--- src/rtl/mbus_pkg.sv ---
package mbus_pkg;
  localparam int unsigned NREG = 6;

  typedef enum logic [2:0] {
    RI_CMD = 3'd0,
    RI_PA  = 3'd1,
    RI_PB  = 3'd2,
    RI_PC  = 3'd3,
    RI_TLO = 3'd4,
    RI_THI = 3'd5
  } reg_idx_e;
endpackage

--- src/rtl/mbus_addr_latch.sv ---
module mbus_addr_latch #(
  parameter int unsigned AW = 8
) (
  input  logic          clk,
  input  logic          rst,
  input  logic          ale,
  input  logic [AW-1:0] ad_in,
  output logic [AW-1:0] addr_o
);
  logic [AW-1:0] lat_q;

  always_ff @(posedge clk) begin
    if (rst)      lat_q <= '0;
    else if (ale) lat_q <= ad_in;
  end

  // transparent while the strobe is high, held afterwards
  assign addr_o = ale ? ad_in : lat_q;

  a_r2_hold_on_fall: assert property (@(posedge clk) disable iff (rst)
    $fell(ale) |-> lat_q == $past(ad_in));
endmodule

--- src/rtl/mbus_ram.sv ---
module mbus_ram #(
  parameter int unsigned AW = 8,
  parameter int unsigned DW = 8
) (
  input  logic          clk,
  input  logic          we,
  input  logic [AW-1:0] addr,
  input  logic [DW-1:0] wdata,
  output logic [DW-1:0] rdata
);
  localparam int unsigned DEPTH = 1 << AW;

  logic [DW-1:0] mem [DEPTH];

  always_ff @(posedge clk) begin
    if (we) mem[addr] <= wdata;
    rdata <= mem[addr];
  end
endmodule

--- src/rtl/mbus_regbank.sv ---
module mbus_regbank
  import mbus_pkg::*;
#(
  parameter int unsigned DW    = 8,
  parameter int unsigned PC_W  = 6,
  parameter int unsigned THI_W = 6
) (
  input  logic             clk,
  input  logic             rst,
  input  logic             wr_en,
  input  logic [2:0]       idx,
  input  logic [DW-1:0]    wdata,
  output logic [DW-1:0]    rdata,
  output logic [DW-1:0]    cmd_q,
  output logic [DW-1:0]    pa_q,
  output logic [DW-1:0]    pb_q,
  output logic [PC_W-1:0]  pc_q,
  output logic [DW-1:0]    tlo_q,
  output logic [THI_W-1:0] thi_q
);
  logic [DW-1:0] rd_d;

  always_ff @(posedge clk) begin
    if (rst) begin
      cmd_q <= '0;
      pa_q  <= '0;
      pb_q  <= '0;
      pc_q  <= '0;
      tlo_q <= '0;
      thi_q <= '0;
    end else if (wr_en) begin
      case (idx)
        RI_CMD:  cmd_q <= wdata;
        RI_PA:   pa_q  <= wdata;
        RI_PB:   pb_q  <= wdata;
        RI_PC:   pc_q  <= wdata[PC_W-1:0];
        RI_TLO:  tlo_q <= wdata;
        RI_THI:  thi_q <= wdata[THI_W-1:0];
        default: ;
      endcase
    end
  end

  always_comb begin
    rd_d = '0;
    case (idx)
      RI_CMD:  rd_d = cmd_q;
      RI_PA:   rd_d = pa_q;
      RI_PB:   rd_d = pb_q;
      RI_PC:   rd_d[PC_W-1:0] = pc_q;
      RI_TLO:  rd_d = tlo_q;
      RI_THI:  rd_d[THI_W-1:0] = thi_q;
      default: rd_d = '0;
    endcase
  end

  always_ff @(posedge clk) begin
    if (rst) rdata <= '0;
    else     rdata <= rd_d;
  end

  // the command word is all zero right after reset
  a_r1_cmd_cleared: assert property (@(posedge clk) disable iff (rst)
    $fell(rst) |-> cmd_q == '0);

  // without a write the command word holds
  a_r8_cmd_holds: assert property (@(posedge clk) disable iff (rst)
    (!$past(wr_en) && !$past(rst)) |-> $stable(cmd_q));
endmodule

--- src/rtl/mbus_periph_if.sv ---
module mbus_periph_if
  import mbus_pkg::*;
#(
  parameter int unsigned AW    = 8,
  parameter int unsigned DW    = 8,
  parameter int unsigned PC_W  = 6,
  parameter int unsigned THI_W = 6
) (
  input  logic                clk,
  input  logic                rst,
  input  logic                dev_en,
  input  logic                io_sel,
  input  logic                ale,
  input  logic                rd_n,
  input  logic                wr_n,
  input  logic [DW-1:0]       ad_in,
  output logic [DW-1:0]       ad_out,
  output logic                ad_oe,
  output logic [NREG-1:0]     reg_sel,
  output logic [DW-1:0]       cmd_q,
  output logic [DW-1:0]       porta_q,
  output logic [DW-1:0]       portb_q,
  output logic [PC_W-1:0]     portc_q,
  output logic [THI_W+DW-1:0] tmr_q
);
  logic [AW-1:0]    addr;
  logic             wr_en, rd_en, io_acc;
  logic [DW-1:0]    mem_rd, reg_rd;
  logic [DW-1:0]    tlo;
  logic [THI_W-1:0] thi;
  logic             io_q;
  logic [NREG-1:0]  sel_d;

  mbus_addr_latch #(.AW(AW)) u_latch (
    .clk(clk), .rst(rst), .ale(ale), .ad_in(ad_in[AW-1:0]), .addr_o(addr)
  );

  assign wr_en  = dev_en && !wr_n && !ale;
  assign rd_en  = dev_en && !rd_n && wr_n && !ale;
  assign io_acc = io_sel && (wr_en || rd_en);

  mbus_ram #(.AW(AW), .DW(DW)) u_ram (
    .clk(clk), .we(wr_en && !io_sel), .addr(addr), .wdata(ad_in), .rdata(mem_rd)
  );

  mbus_regbank #(.DW(DW), .PC_W(PC_W), .THI_W(THI_W)) u_regs (
    .clk(clk), .rst(rst), .wr_en(wr_en && io_sel), .idx(addr[2:0]),
    .wdata(ad_in), .rdata(reg_rd), .cmd_q(cmd_q), .pa_q(porta_q),
    .pb_q(portb_q), .pc_q(portc_q), .tlo_q(tlo), .thi_q(thi)
  );

  assign tmr_q = {thi, tlo};

  for (genvar k = 0; k < NREG; k++) begin : g_sel
    assign sel_d[k] = io_acc && (addr[2:0] == 3'(k));
  end

  always_ff @(posedge clk) begin
    if (rst) begin
      ad_oe   <= 1'b0;
      io_q    <= 1'b0;
      reg_sel <= '0;
    end else begin
      ad_oe   <= rd_en;
      io_q    <= io_sel;
      reg_sel <= sel_d;
    end
  end

  assign ad_out = io_q ? reg_rd : mem_rd;

  a_r9_oe_needs_read: assert property (@(posedge clk) disable iff (rst)
    ad_oe |-> $past(dev_en && !rd_n && wr_n && !ale));

  a_r12_sel_onehot: assert property (@(posedge clk) disable iff (rst)
    $onehot0(reg_sel));

  a_r6_gap_no_select: assert property (@(posedge clk) disable iff (rst)
    $past(io_acc && addr[2:0] >= 3'd6) |-> reg_sel == '0);

  a_r8_off_no_drive: assert property (@(posedge clk) disable iff (rst)
    !$past(dev_en) |-> !ad_oe);
endmodule

--- config.mk ---
export PLATFORM = sky130hd
export DESIGN_NAME = mbus_periph_if
export DESIGN_NICKNAME = d
export VERILOG_FILES = /design/src/rtl/mbus_pkg.sv /design/src/rtl/mbus_addr_latch.sv /design/src/rtl/mbus_ram.sv /design/src/rtl/mbus_regbank.sv /design/src/rtl/mbus_periph_if.sv
export SDC_FILE = /design/constraint.sdc
export NUM_CORES = 2
export LEC_CHECK = 0
export ABC_CLOCK_PERIOD_IN_PS = 7600
export BUFFER_PORTS_ARGS = -buffer_cell sky130_fd_sc_hd__buf_4
export CORE_ASPECT_RATIO = 1.2
export CORE_MARGIN = 10
export CORE_UTILIZATION = 30
export DETAILED_ROUTE_END_ITERATION = 10
export GPL_TIMING_DRIVEN = 0
export MAX_ROUTING_LAYER = met4
export PLACE_DENSITY = 0.55
export SKIP_LAST_GASP = 1
export SYNTH_ARGS = -nofsm -noshare
export SYNTH_HDL_FRONTEND = slang
export SYNTH_HIERARCHICAL = 1
export SYNTH_SLANG_ARGS = --single-unit
--- constraint.sdc ---
create_clock -name clk -period 7.6 [get_ports clk]
set_input_delay 1.14 -clock clk [delete_from_list [all_inputs] [get_ports clk]]
set_output_delay 1.14 -clock clk [all_outputs]
set_load 0.1 [all_outputs]
==> qor.csv <==
metric,value,unit
status,"complete, but fails checks",
violations,"max-capacitance violations, max-slew violations",
grt_pass1_wl,326000,µm
crit_path_end_kind,flop,
clock-skew-final,0.0332,ns
dieArea,293000,µm²
fin_area,94200,µm²
critical_path.top_delay_family,buffers and inverters,
rows,209,
grt_max_degree,162,
preCtsSetupSlack,-0.348,ns
cts_tree,built,
dpl_cell_area,87400,µm²
met1_length,91700,µm
wl_met3,17300,µm
syn_area,81500,µm²
power_density,263,nW/µm²
pwr-share-comb,7.1,%
clock-sinks,2124,
clock_path_buffers,3,
relSlewSlack,-2.48,%
p_sw,5.68,mW
topRoutingLayerUsed,met4,
synthCells,3828,
fin_nets,4163,
setup-tns-final,0,ns
synth-edff-count,2048,
clkPwrFrac,41.0,%
swShare,22.9,%
hold_viol,0,
die_x,496,µm
min_period_over_period,95.5,%
ctsResizeCount,0,
max_stage_delay,1.02,ns
post-dp-hpwl,157000,µm
cp-startpoint,ad_in[2],
ys_seq_area_share,77.4,%
worst_pin_slew,1.52,ns
cp_max_fo,140,
setup_slack,0.340,ns
cts_root_buffer,clkbuf_16,
synth-seq-cells,2124,
startpoint_type,input pin,
drive_above_1_share,24.8,%
ys.warnings.count,6,
drt-initial-drc-count,4430,
fill_cells,25000,
antenna_found_initial,10,
clock_latency,0.87,ns
cts-buffers-inserted,210,
p_seq_share,51.9,%
post_cts_buffers,0,
arrival,7.75,ns
synth.avg_cell_area,21.3,µm²
wl,235000,µm
synth_nets,3843,
io_buffers,73,
hp-start,rd_n,
critPathSlowestCell,clkbuf_1,
grt_overflow,0,
viasPerCell,5.21,
intPower,19.1,mW
htreeDepth,4,
setup_viol,0,
crit_chain,buf_8 -> buf_16 -> buf_16 -> mux2_4 -> buf_2 -> nor2_1 -> clkbuf_1 -> clkbuf_1 -> nand3_1 -> clkbuf_2 -> buf_12 -> nor2_1,
layout_common_cells,"edfxtp_1 (2,048), mux4_2 (515), nor2_1 (270)",
vias,41300,
syn2layout_area_growth,15.7,%
synth_cell_types,43,
ir_drop,239,µV
ant_nets,0,
wl_met2,116000,µm
min_period,7.26,ns
path_buf_inv,8,
slew_violations,2,
core,270000,µm²
synth_ff_type,edfxtp_1,
io_pins,74,
clkSlewWorstSetupHoldPaths,0.06,ns
wl_per_cell,29.6,µm
total_leakage_power,28.2,nW
drv_cap,1,
crit_required,8.09,ns
grt_use_total,16.1,%
final_common_cell,edfxtp_1,
hold_buffers,0,
timing.rr.start,u_latch/lat_q[2],
grt_pass1_vias,41500,
initial_utilization,30.2,%
hold_path.class,input pin to flop,
die_h,591,µm
max_freq,138,MHz
rsz0062_at_grt,false,
first_pass_iters,6,
post-route-drc-count,0,
path_class,input pin to flop,
async_flop_share,0,%
gp_congestion,0.901,
cell usage after synthesis, types with 20 or more instances:
cell,number,area [µm²]
edfxtp_1,2048,61500
mux4_2,515,11600
nor3_1,30,150
nand2_1,55,206
a21oi_1,141,706
nor2_1,270,1010
mux2i_1,36,360
o41ai_1,32,280
dfxtp_1,76,1520
buf_1,20,75.1
buf_6,23,259
buf_2,40,200
clkbuf_1,151,567
a22oi_1,256,1920
cell type report:
cell class              instances  area (µm²)  share of cell area, %
flip-flops and latches       2124       63000                   66.9
clock inverters               133        1230                   1.31
clock buffers                 257        5500                   5.84
well taps                    3587        4490                   4.76
repair buffers                108        1400                   1.49
inverters                       4        15.0                 0.0159
plain buffers                 252        1260                   1.33
multi-input cells            1448       17300                   18.3
diodes                         10        25.0                 0.0266
power by group through the flow:
stage	clock network, mW	logic, mW	registers, mW
global route	10.8	1.83	12.8
detailed placement	0	1.77	13.1
CTS	10.4	1.77	12.8
global placement	0	1.72	13.1
finish	10.2	1.76	12.9
floorplan	0	0.943	13.1
stage by stage:
stage                     util, %  hold WS (ns)  total power [mW]  cells
after floorplan                 -         0.551              14.1   3828
after global placement       32.0         0.496              14.8   7488
after detailed placement     32.4         0.491              14.9   7521
after CTS                    34.8         0.357              25.0   7911
after global routing         34.9         0.389              25.5   7920
final                        34.9         0.433              24.8   7923
flip-flops by register name, summed over array words and instances (netlist names), 6 cells and up:
| signal | flops |
|---|---|
| u_regs/pb_q | 8 |
| u_ram/rdata | 8 |
| u_regs/thi_q | 6 |
| u_regs/rdata | 8 |
| u_regs/pc_q | 6 |
| reg_sel | 6 |
| u_regs/tlo_q | 8 |
| u_ram/mem | 2048 |
| u_regs/cmd_q | 8 |
| u_latch/lat_q | 8 |
| u_regs/pa_q | 8 |
cells by family after synthesis:
kind of cell / share of synthesized area, %
buffers and inverters: 1.54
flip-flops: 77.4
AND/OR/NAND/NOR: 2.35
multiplexers: 15.1
AO/OA/AOI/OAI: 3.67
metal layers:
| layer | global-route usage [%] | up-vias |
|---|---|---|
| li1 | - | 16700 |
| met1 | 19.8 | 22500 |
| met2 | 25.9 | 1682 |
| met3 | 3.51 | 378 |
| met4 | 6.30 | 0 |
| met5 | - | - |
path summary, 6_finish.rpt:
kind,cells past startpoint,slack (ns),end
max,12,0.34,u_ram/mem[48][0]
min,2,0.43,ad_oe
max reg2reg,9,1.55,u_ram/mem[48][0]
min reg2reg,2,0.50,u_regs/cmd_q[3]
No activity file was read; power rests on OpenSTA's default activity.
